===== config.mk =====
export PLATFORM = sky130hd
export DESIGN_NAME = cmode_seq
export DESIGN_NICKNAME = d
export VERILOG_FILES = /design/src/rtl/cmode_pkg.sv /design/src/rtl/cmode_gate.sv /design/src/rtl/cmode_step.sv /design/src/rtl/cmode_seq.sv
export SDC_FILE = /design/constraint.sdc
export NUM_CORES = 1
export LEC_CHECK = 0
export ABC_AREA = 1
export BUFFER_PORTS_ARGS = -buffer_cell sky130_fd_sc_hd__buf_2
export CAP_MARGIN = 20
export CORE_AREA = 2 2 39 41
export CTS_CLUSTER_DIAMETER = 100
export DETAILED_ROUTE_END_ITERATION = 8
export DIE_AREA = 0 0 41 43
export PLACE_DENSITY_LB_ADDON = 0.1
export SLEW_MARGIN = 20
export SYNTH_ARGS = -nofsm -noshare
export SYNTH_HDL_FRONTEND = slang
export SYNTH_HIERARCHICAL = 1
export SYNTH_SLANG_ARGS = --single-unit

===== constraint.sdc =====
create_clock -name clk -period 1.23 [get_ports clk]
set_input_delay 0.246 -clock clk [delete_from_list [all_inputs] [get_ports clk]]
set_output_delay 0.246 -clock clk [all_outputs]
set_load 0.03 [all_outputs]

===== src/rtl/cmode_pkg.sv =====
package cmode_pkg;
    localparam int MODE_W  = 2;
    localparam int CLASS_W = 2;
    localparam int SW_W    = 2;

    typedef enum logic [MODE_W-1:0] {
        MODE_UNC = 2'b00,
        MODE_CMP = 2'b01,
        MODE_ONE = 2'b10
    } mode_e;

    typedef enum logic [CLASS_W-1:0] {
        CLS_I10  = 2'b00,
        CLS_I16  = 2'b01,
        CLS_I16P = 2'b10,
        CLS_I32  = 2'b11
    } class_e;

    localparam logic [SW_W-1:0] SW_STAY = 2'b00;
    localparam logic [SW_W-1:0] SW_ONCE = 2'b01;
    localparam logic [SW_W-1:0] SW_GOUN = 2'b10;
endpackage


===== src/rtl/cmode_gate.sv =====
module cmode_gate
    import cmode_pkg::*;
(
    input  mode_e                cur_mode,
    input  class_e               cls,
    input  logic [SW_W-1:0]      sw,
    output logic                 legal
);
    always_comb begin
        legal = 1'b0;
        unique case (cur_mode)
            MODE_UNC: legal = (cls == CLS_I10) || (cls == CLS_I32);
            MODE_CMP: legal = (cls == CLS_I16P) ||
                              ((cls == CLS_I16) && (sw != 2'b11));
            MODE_ONE: legal = (cls == CLS_I32);
            default:  legal = 1'b0;
        endcase
    end
endmodule


===== src/rtl/cmode_step.sv =====
module cmode_step
    import cmode_pkg::*;
(
    input  mode_e                cur_mode,
    input  class_e               cls,
    input  logic [SW_W-1:0]      sw,
    input  logic                 branch,
    output mode_e                step_mode
);
    always_comb begin
        step_mode = cur_mode;
        unique case (cur_mode)
            MODE_UNC: begin
                if (cls == CLS_I10 && sw[0]) step_mode = MODE_CMP; // T_ENTER_CMP
                else                         step_mode = MODE_UNC; // T_HOLD_UNC
            end
            MODE_CMP: begin
                if (cls == CLS_I16) begin
                    if (sw == SW_ONCE)      step_mode = MODE_ONE;  // T_SLOT
                    else if (sw == SW_GOUN) step_mode = MODE_UNC;  // T_LEAVE_CMP
                    else                    step_mode = MODE_CMP;  // T_HOLD_CMP
                end else begin
                    step_mode = MODE_CMP;
                end
            end
            MODE_ONE: step_mode = MODE_CMP;                        // T_SLOT_DONE
            default:  step_mode = MODE_UNC;
        endcase
        if (branch) step_mode = MODE_UNC;                          // T_BRANCH
    end
endmodule


===== src/rtl/cmode_seq.sv =====
module cmode_seq
    import cmode_pkg::*;
(
    input  logic               clk,
    input  logic               rst_n,
    input  logic               ins_valid,
    input  logic               ins_ready,
    input  logic [CLASS_W-1:0] ins_class,
    input  logic [SW_W-1:0]    ins_switch,
    input  logic               branch_taken,
    input  logic               restore_valid,
    input  logic [MODE_W-1:0]  restore_mode,
    output logic [MODE_W-1:0]  mode_o,
    output logic               illegal_o
);
    mode_e  mode_q, mode_d, step_mode, rest_mode;
    class_e cls;
    logic   fire, legal, illegal_d, illegal_q;

    assign cls  = class_e'(ins_class);
    assign fire = ins_valid && ins_ready;

    cmode_gate u_gate (
        .cur_mode (mode_q),
        .cls      (cls),
        .sw       (ins_switch),
        .legal    (legal)
    );

    cmode_step u_step (
        .cur_mode  (mode_q),
        .cls       (cls),
        .sw        (ins_switch),
        .branch    (branch_taken),
        .step_mode (step_mode)
    );

    always_comb begin
        unique case (restore_mode)
            2'b01:   rest_mode = MODE_CMP;
            2'b10:   rest_mode = MODE_ONE;
            default: rest_mode = MODE_UNC;
        endcase
    end

    always_comb begin
        mode_d    = mode_q;
        illegal_d = 1'b0;
        if (restore_valid) begin
            mode_d = rest_mode;                                    // T_RESTORE
        end else if (fire) begin
            if (legal) mode_d    = step_mode;
            else       illegal_d = 1'b1;
        end
    end

    always_ff @(posedge clk) begin
        if (!rst_n) begin
            mode_q    <= MODE_UNC;
            illegal_q <= 1'b0;
        end else begin
            mode_q    <= mode_d;
            illegal_q <= illegal_d;
        end
    end

    always_comb begin
        mode_o    = mode_q;
        illegal_o = illegal_q;
    end

    assert_mode_code_R1: assert property (@(posedge clk) disable iff (!rst_n)
        mode_o != 2'b11);

    assert_slot_returns_R6: assert property (@(posedge clk) disable iff (!rst_n)
        (mode_o == 2'b10 && fire && ins_class == 2'b11 && !branch_taken && !restore_valid)
        |=> (mode_o == 2'b01));

    assert_illegal_holds_R8: assert property (@(posedge clk) disable iff (!rst_n)
        (illegal_o && !$past(restore_valid)) |-> $stable(mode_o));

    assert_illegal_pulse_R8: assert property (@(posedge clk) disable iff (!rst_n)
        (illegal_o && !fire) |=> !illegal_o);

    assert_idle_stable_R9: assert property (@(posedge clk) disable iff (!rst_n)
        (!fire && !restore_valid) |=> ($stable(mode_o) && !illegal_o));

    assert_branch_unc_R10: assert property (@(posedge clk) disable iff (!rst_n)
        (fire && branch_taken && !restore_valid && legal) |=> (mode_o == 2'b00));

    assert_restore_R11: assert property (@(posedge clk) disable iff (!rst_n)
        (restore_valid && restore_mode != 2'b11) |=> (mode_o == $past(restore_mode) && !illegal_o));
endmodule


### Word-level counts from Yosys, hierarchy flattened

Index checks and enable logic that the tools add are counted.

* register bits after elaboration: 3
* bits of input ports: 12
* output and inout port bits: 3

* eq/ne operators: 10
* muxes and demuxes: 12
* bitwise gates (word level): 2
* reductions and logical operators: 11

Operators with widths (number)
* two-way mux 2 bit: 6
* equality test 2 bit, second input constant: 5
* equality test 2 x 1 -> 1 bit, second input constant: 4
* one-hot mux 2 bit (3 select lines): 1
* logical NOT 2 bit: 2
* one-hot mux 2 bit (2 select lines): 1
* nonzero test 2 bit: 2
* logical AND 1 bit: 3
* two-way mux 1 bit: 3
* one-hot mux 1 bit (3 select lines): 1
* OR reduction 3 bit: 1
* logical OR 1 bit: 2
* != test 2 bit, second input constant: 1
* inverter 1 bit: 2
* AND reduction 2 bit: 1

### Longest topological paths before layout

* depth in word-level cells: 9
* mapped depth: 11
* gate-level depth less buffers: 11

### Hierarchy

The synthesis kept the hierarchy.

By module, submodules not included
* cmode_seq: instances 1, cells an instance 29, area each 172.7 µm², seq. area each 60.1 µm²
* cmode_gate: instances 1, cells an instance 19, area each 98.8 µm², seq. area each 0.0 µm²
* cmode_step: instances 1, cells an instance 15, area each 72.6 µm², seq. area each 0.0 µm²

### Worst setup path before layout

Ideal clock, no wire load.

* path type: reg-to-reg
* from: register mode_q[1], in the netlist mode_o[1]
* to: register mode_q[0], in the netlist mode_o[0]
* library setup time: 113 ps
* data arrival time: 1113 ps
* data required time: 1117 ps
* path slack: 4 ps
* stages on the path, launching flop included: 10
* buffers on the path: 0
* path through: dfxtp_1 inv_1 nand2_1 nand3_1 nand2_1 inv_1 nand2_2 nand2_2 nor2_1 nor2_1

RTL lines
* from (decl): line cmode_seq.sv:16 `mode_e mode_q, mode_d, step_mode, rest_mode;`
* from (signal assigned): line cmode_seq.sv:62 `mode_q <= mode_d;`
* equality test 2 bit (tied with other cells): line cmode_gate.sv:11 `unique case (cur_mode)`
* one-hot mux 1 bit (3 select lines) (*): line cmode_gate.sv:11
* named net legal: line cmode_seq.sv:18 `logic fire, legal, illegal_d, illegal_q;`
* nonzero test 2 bit (no source line) (*)
* AND reduction 2 bit (no source line) (*)

The timed path passes the listed nets; every way through them passes the cells marked *. The select of a mux whose other input is x is not followed.
A chain may end at the register's enable or synchronous reset.

### Worst setup path after layout

* from: input ins_class[0]
* to: register mode_q[0], in the netlist mode_o[0]

RTL lines
* from (decl): line cmode_seq.sv:8 `input logic [CLASS_W-1:0] ins_class,`
* equality test 2 x 1 -> 1 bit: line cmode_gate.sv:14 `((cls == CLS_I16) && (sw != 2'b11));`
* logical AND 1 bit: line cmode_gate.sv:14
* logical OR 1 bit: line cmode_gate.sv:13 `MODE_CMP: legal = (cls == CLS_I16P) ||`
* one-hot mux 1 bit (3 select lines) (*): line cmode_gate.sv:11
* named net legal: line cmode_seq.sv:18
* nonzero test 2 bit (no source line) (*)
* AND reduction 2 bit (no source line) (*)

Marks and branches as above.

==> flow_metrics.env <==
export IMPL_drtPass1Iterations=3
export IMPL_cts_buffers=3
export IMPL_synth_avg_cell_area_um2=5.46
export IMPL_syn_area_um2=344
export IMPL_synthTopCellsByArea="nand2_1, dfxtp_1, inv_1, ha_1, nand3_1"
export IMPL_final_antenna_net_count=0
export IMPL_synth_most_common_cell="nand2_1"
export IMPL_synth_main_ff_cell="dfxtp_1"
export IMPL_finalHoldViolCount=0
export IMPL_rsz0062_at_grt="false"
export IMPL_cts_setup_buffers=0
export IMPL_critical_path_endpoint_type="flop"
export IMPL_yosysWarningCount=6
export IMPL_internal_power_mw=0.290
export IMPL_area_growth_pct=42.5
export IMPL_cts_sinks=3
export IMPL_viasPerCell=4.09
export IMPL_synth_cells=63
export IMPL_worstSetupPathType="input pin to flop"
export IMPL_grt_pass1_vias=345
export IMPL_cts_tree="yes"
export IMPL_routed_wl_um=753
export IMPL_slew_headroom_pct=89.1
export IMPL_tightestPinTransition_ps=163
export IMPL_yosysSeqAreaShare_pct=17.5
export IMPL_antenna_found_initial=0
export IMPL_critPathLaunchType="input pin"
export IMPL_tns_ps=0
export IMPL_grt_pass1_wl_um=1260
export IMPL_synth_edf_count=0
export IMPL_ios=15
export IMPL_seqPwrFrac_pct=26.8
export IMPL_die_y_um=43
export IMPL_buffer_ports_inserted=14
export IMPL_grt_max_degree=8
export IMPL_drt_initial_drc_count=5
export IMPL_ys_ff_latch=3
export IMPL_synthesis_nets=79
export IMPL_finalNetCount=101
export IMPL_final_min_clock_period_ps=1080
export IMPL_arrival_ps=1210
export IMPL_power_leakage_nw=0.304
export IMPL_setup_viol=0
export IMPL_routedWlPerCell_um=7.53
export IMPL_max_freq_mhz=924
export IMPL_clk_latency_ps=230
export IMPL_start_util_pct=24.9
export IMPL_cts_clk_slew_worst_paths_ps=40
export IMPL_gp_congestion=0.682
export IMPL_path_max_fanout=5
export IMPL_power_density_nw_per_um2=889
export IMPL_power_mw=0.436
export IMPL_sw_frac_of_total_pct=33.6
export IMPL_cts_hold_buf=0
export IMPL_dieWidth_um=41
export IMPL_vias=409
export IMPL_finalMaxSlewViolations=0
export IMPL_track_usage_pct=10.3
export IMPL_outcome="finished, final reports clean"
export IMPL_synth_commonest_cells="nand2_1, inv_1, nor2_1"
export IMPL_core_area_um2=1380
export IMPL_power_frac_comb_pct=33.7
export IMPL_drc=0
export IMPL_grt_remaining_overflow=0
export IMPL_async_flop_share_pct=0
export IMPL_clkPwrFrac_pct=39.5
export IMPL_dieArea_um2=1760
export IMPL_layout_worst_path_cycle_share_pct=88.0
export IMPL_cts_htree_levels=1
export IMPL_cts_buffer_depth=2
export IMPL_irDropWorstVdd_v=0.000660
export IMPL_hold_path_class="input pin to flop"
export IMPL_synth_cell_types=13
export IMPL_n_antenna_cell=0
export IMPL_clock_skew_ps=1.13
export IMPL_cts_resized_gates=0
export IMPL_maxCapViolations=0
export IMPL_synth_top_area_cell="nand2_1"
export IMPL_row_count=14
export IMPL_drive_gt1_share_pct=33.3
export IMPL_hpwlAfterDp_um=622
export IMPL_cp_required_ps=1350
export IMPL_yosysTopAreaCellShare_pct=20.7
export IMPL_switchingPower_mw=0.146
export IMPL_clockRootBuffer="clkbuf_4"
placed cells by master (no fill, tap or decap), drive strengths merged:
cell type	instances
a21oi	1
buf	17
clkbuf	4
dfxtp	3
ha	4
inv	17
nand2	21
nand3	6
nand4	1
nor2	8
nor3b	1
o21ai	1
registers in the layout (all words and copies together) (netlist names):
signal	cells
mode_o	2
illegal_o	1
cell families (layout without fill, tap and decap cells):
| logic type | Yosys count | in the layout | synth area share, % |
|---|---|---|---|
| simple gates | 37 | 37 | 46.6 |
| fa+ha+maj | 4 | 4 | 14.5 |
| buf+inv | 17 | 38 | 18.5 |
| flops | 3 | 3 | 17.5 |
| compound gates | 2 | 2 | 2.91 |
worst max-delay path: stages:
cell and delay, ps:
buf_4 110, inv_1 40, ha_1 260, inv_1 30, nand2_1 50, nand3_1 80, nand2_2 80, inv_1 50
nand2_2 60, nand2_2 50, nor2_1 100, nor2_1 50
layer usage:
layer  wire (um)  vias up  GRT usage, %
met5           0        -             0
met4           0        0          4.00
met3          39        0          4.71
met2         359       10          15.6
met1         354      171          12.1
li1            -      228             -
per-stage QoR:
stage,cell area (um^2),utilization (%),hold slack (ps),std cells,worst slack (ps)
3_5_place_dp,457,33.0,505,96,-151
3_3_place_gp,457,33.0,508,96,-149
2_1_floorplan,344,-,367,63,3.93
6_report,490,35.4,257,100,147
4_1_cts,483,34.9,257,100,54.7
5_1_grt,490,35.4,257,100,15.2
worst paths after layout:
kind	startpoint	end	slack [ps]	cells past startpoint
worst max register to register	mode_o[0]	mode_o[0]	180	9
worst min register to register	mode_o[0]	mode_o[0]	570	4
worst min-delay path	rst_n	mode_o[1]	260	3
worst max-delay path	ins_class[0]	mode_o[0]	150	12
power by group through the flow:
stage	Sequential (mW)	Combinational, mW	Clock [mW]
final	0.117	0.147	0.172
after global placement	0.117	0.145	0
after global routing	0.118	0.171	0.194
after CTS	0.116	0.147	0.182
after floorplan	0.130	0.0773	0
after detailed placement	0.117	0.146	0
cell type report:
cell class	instances	area, um^2
clock buffers	4	26.3
fillers	163	893
inverters	17	63.8
multi-input cells	43	223
flip-flops and latches	3	62.6
well taps	16	20.0
repair buffers	17	95.1
Power figures use the tool's default switching activity.
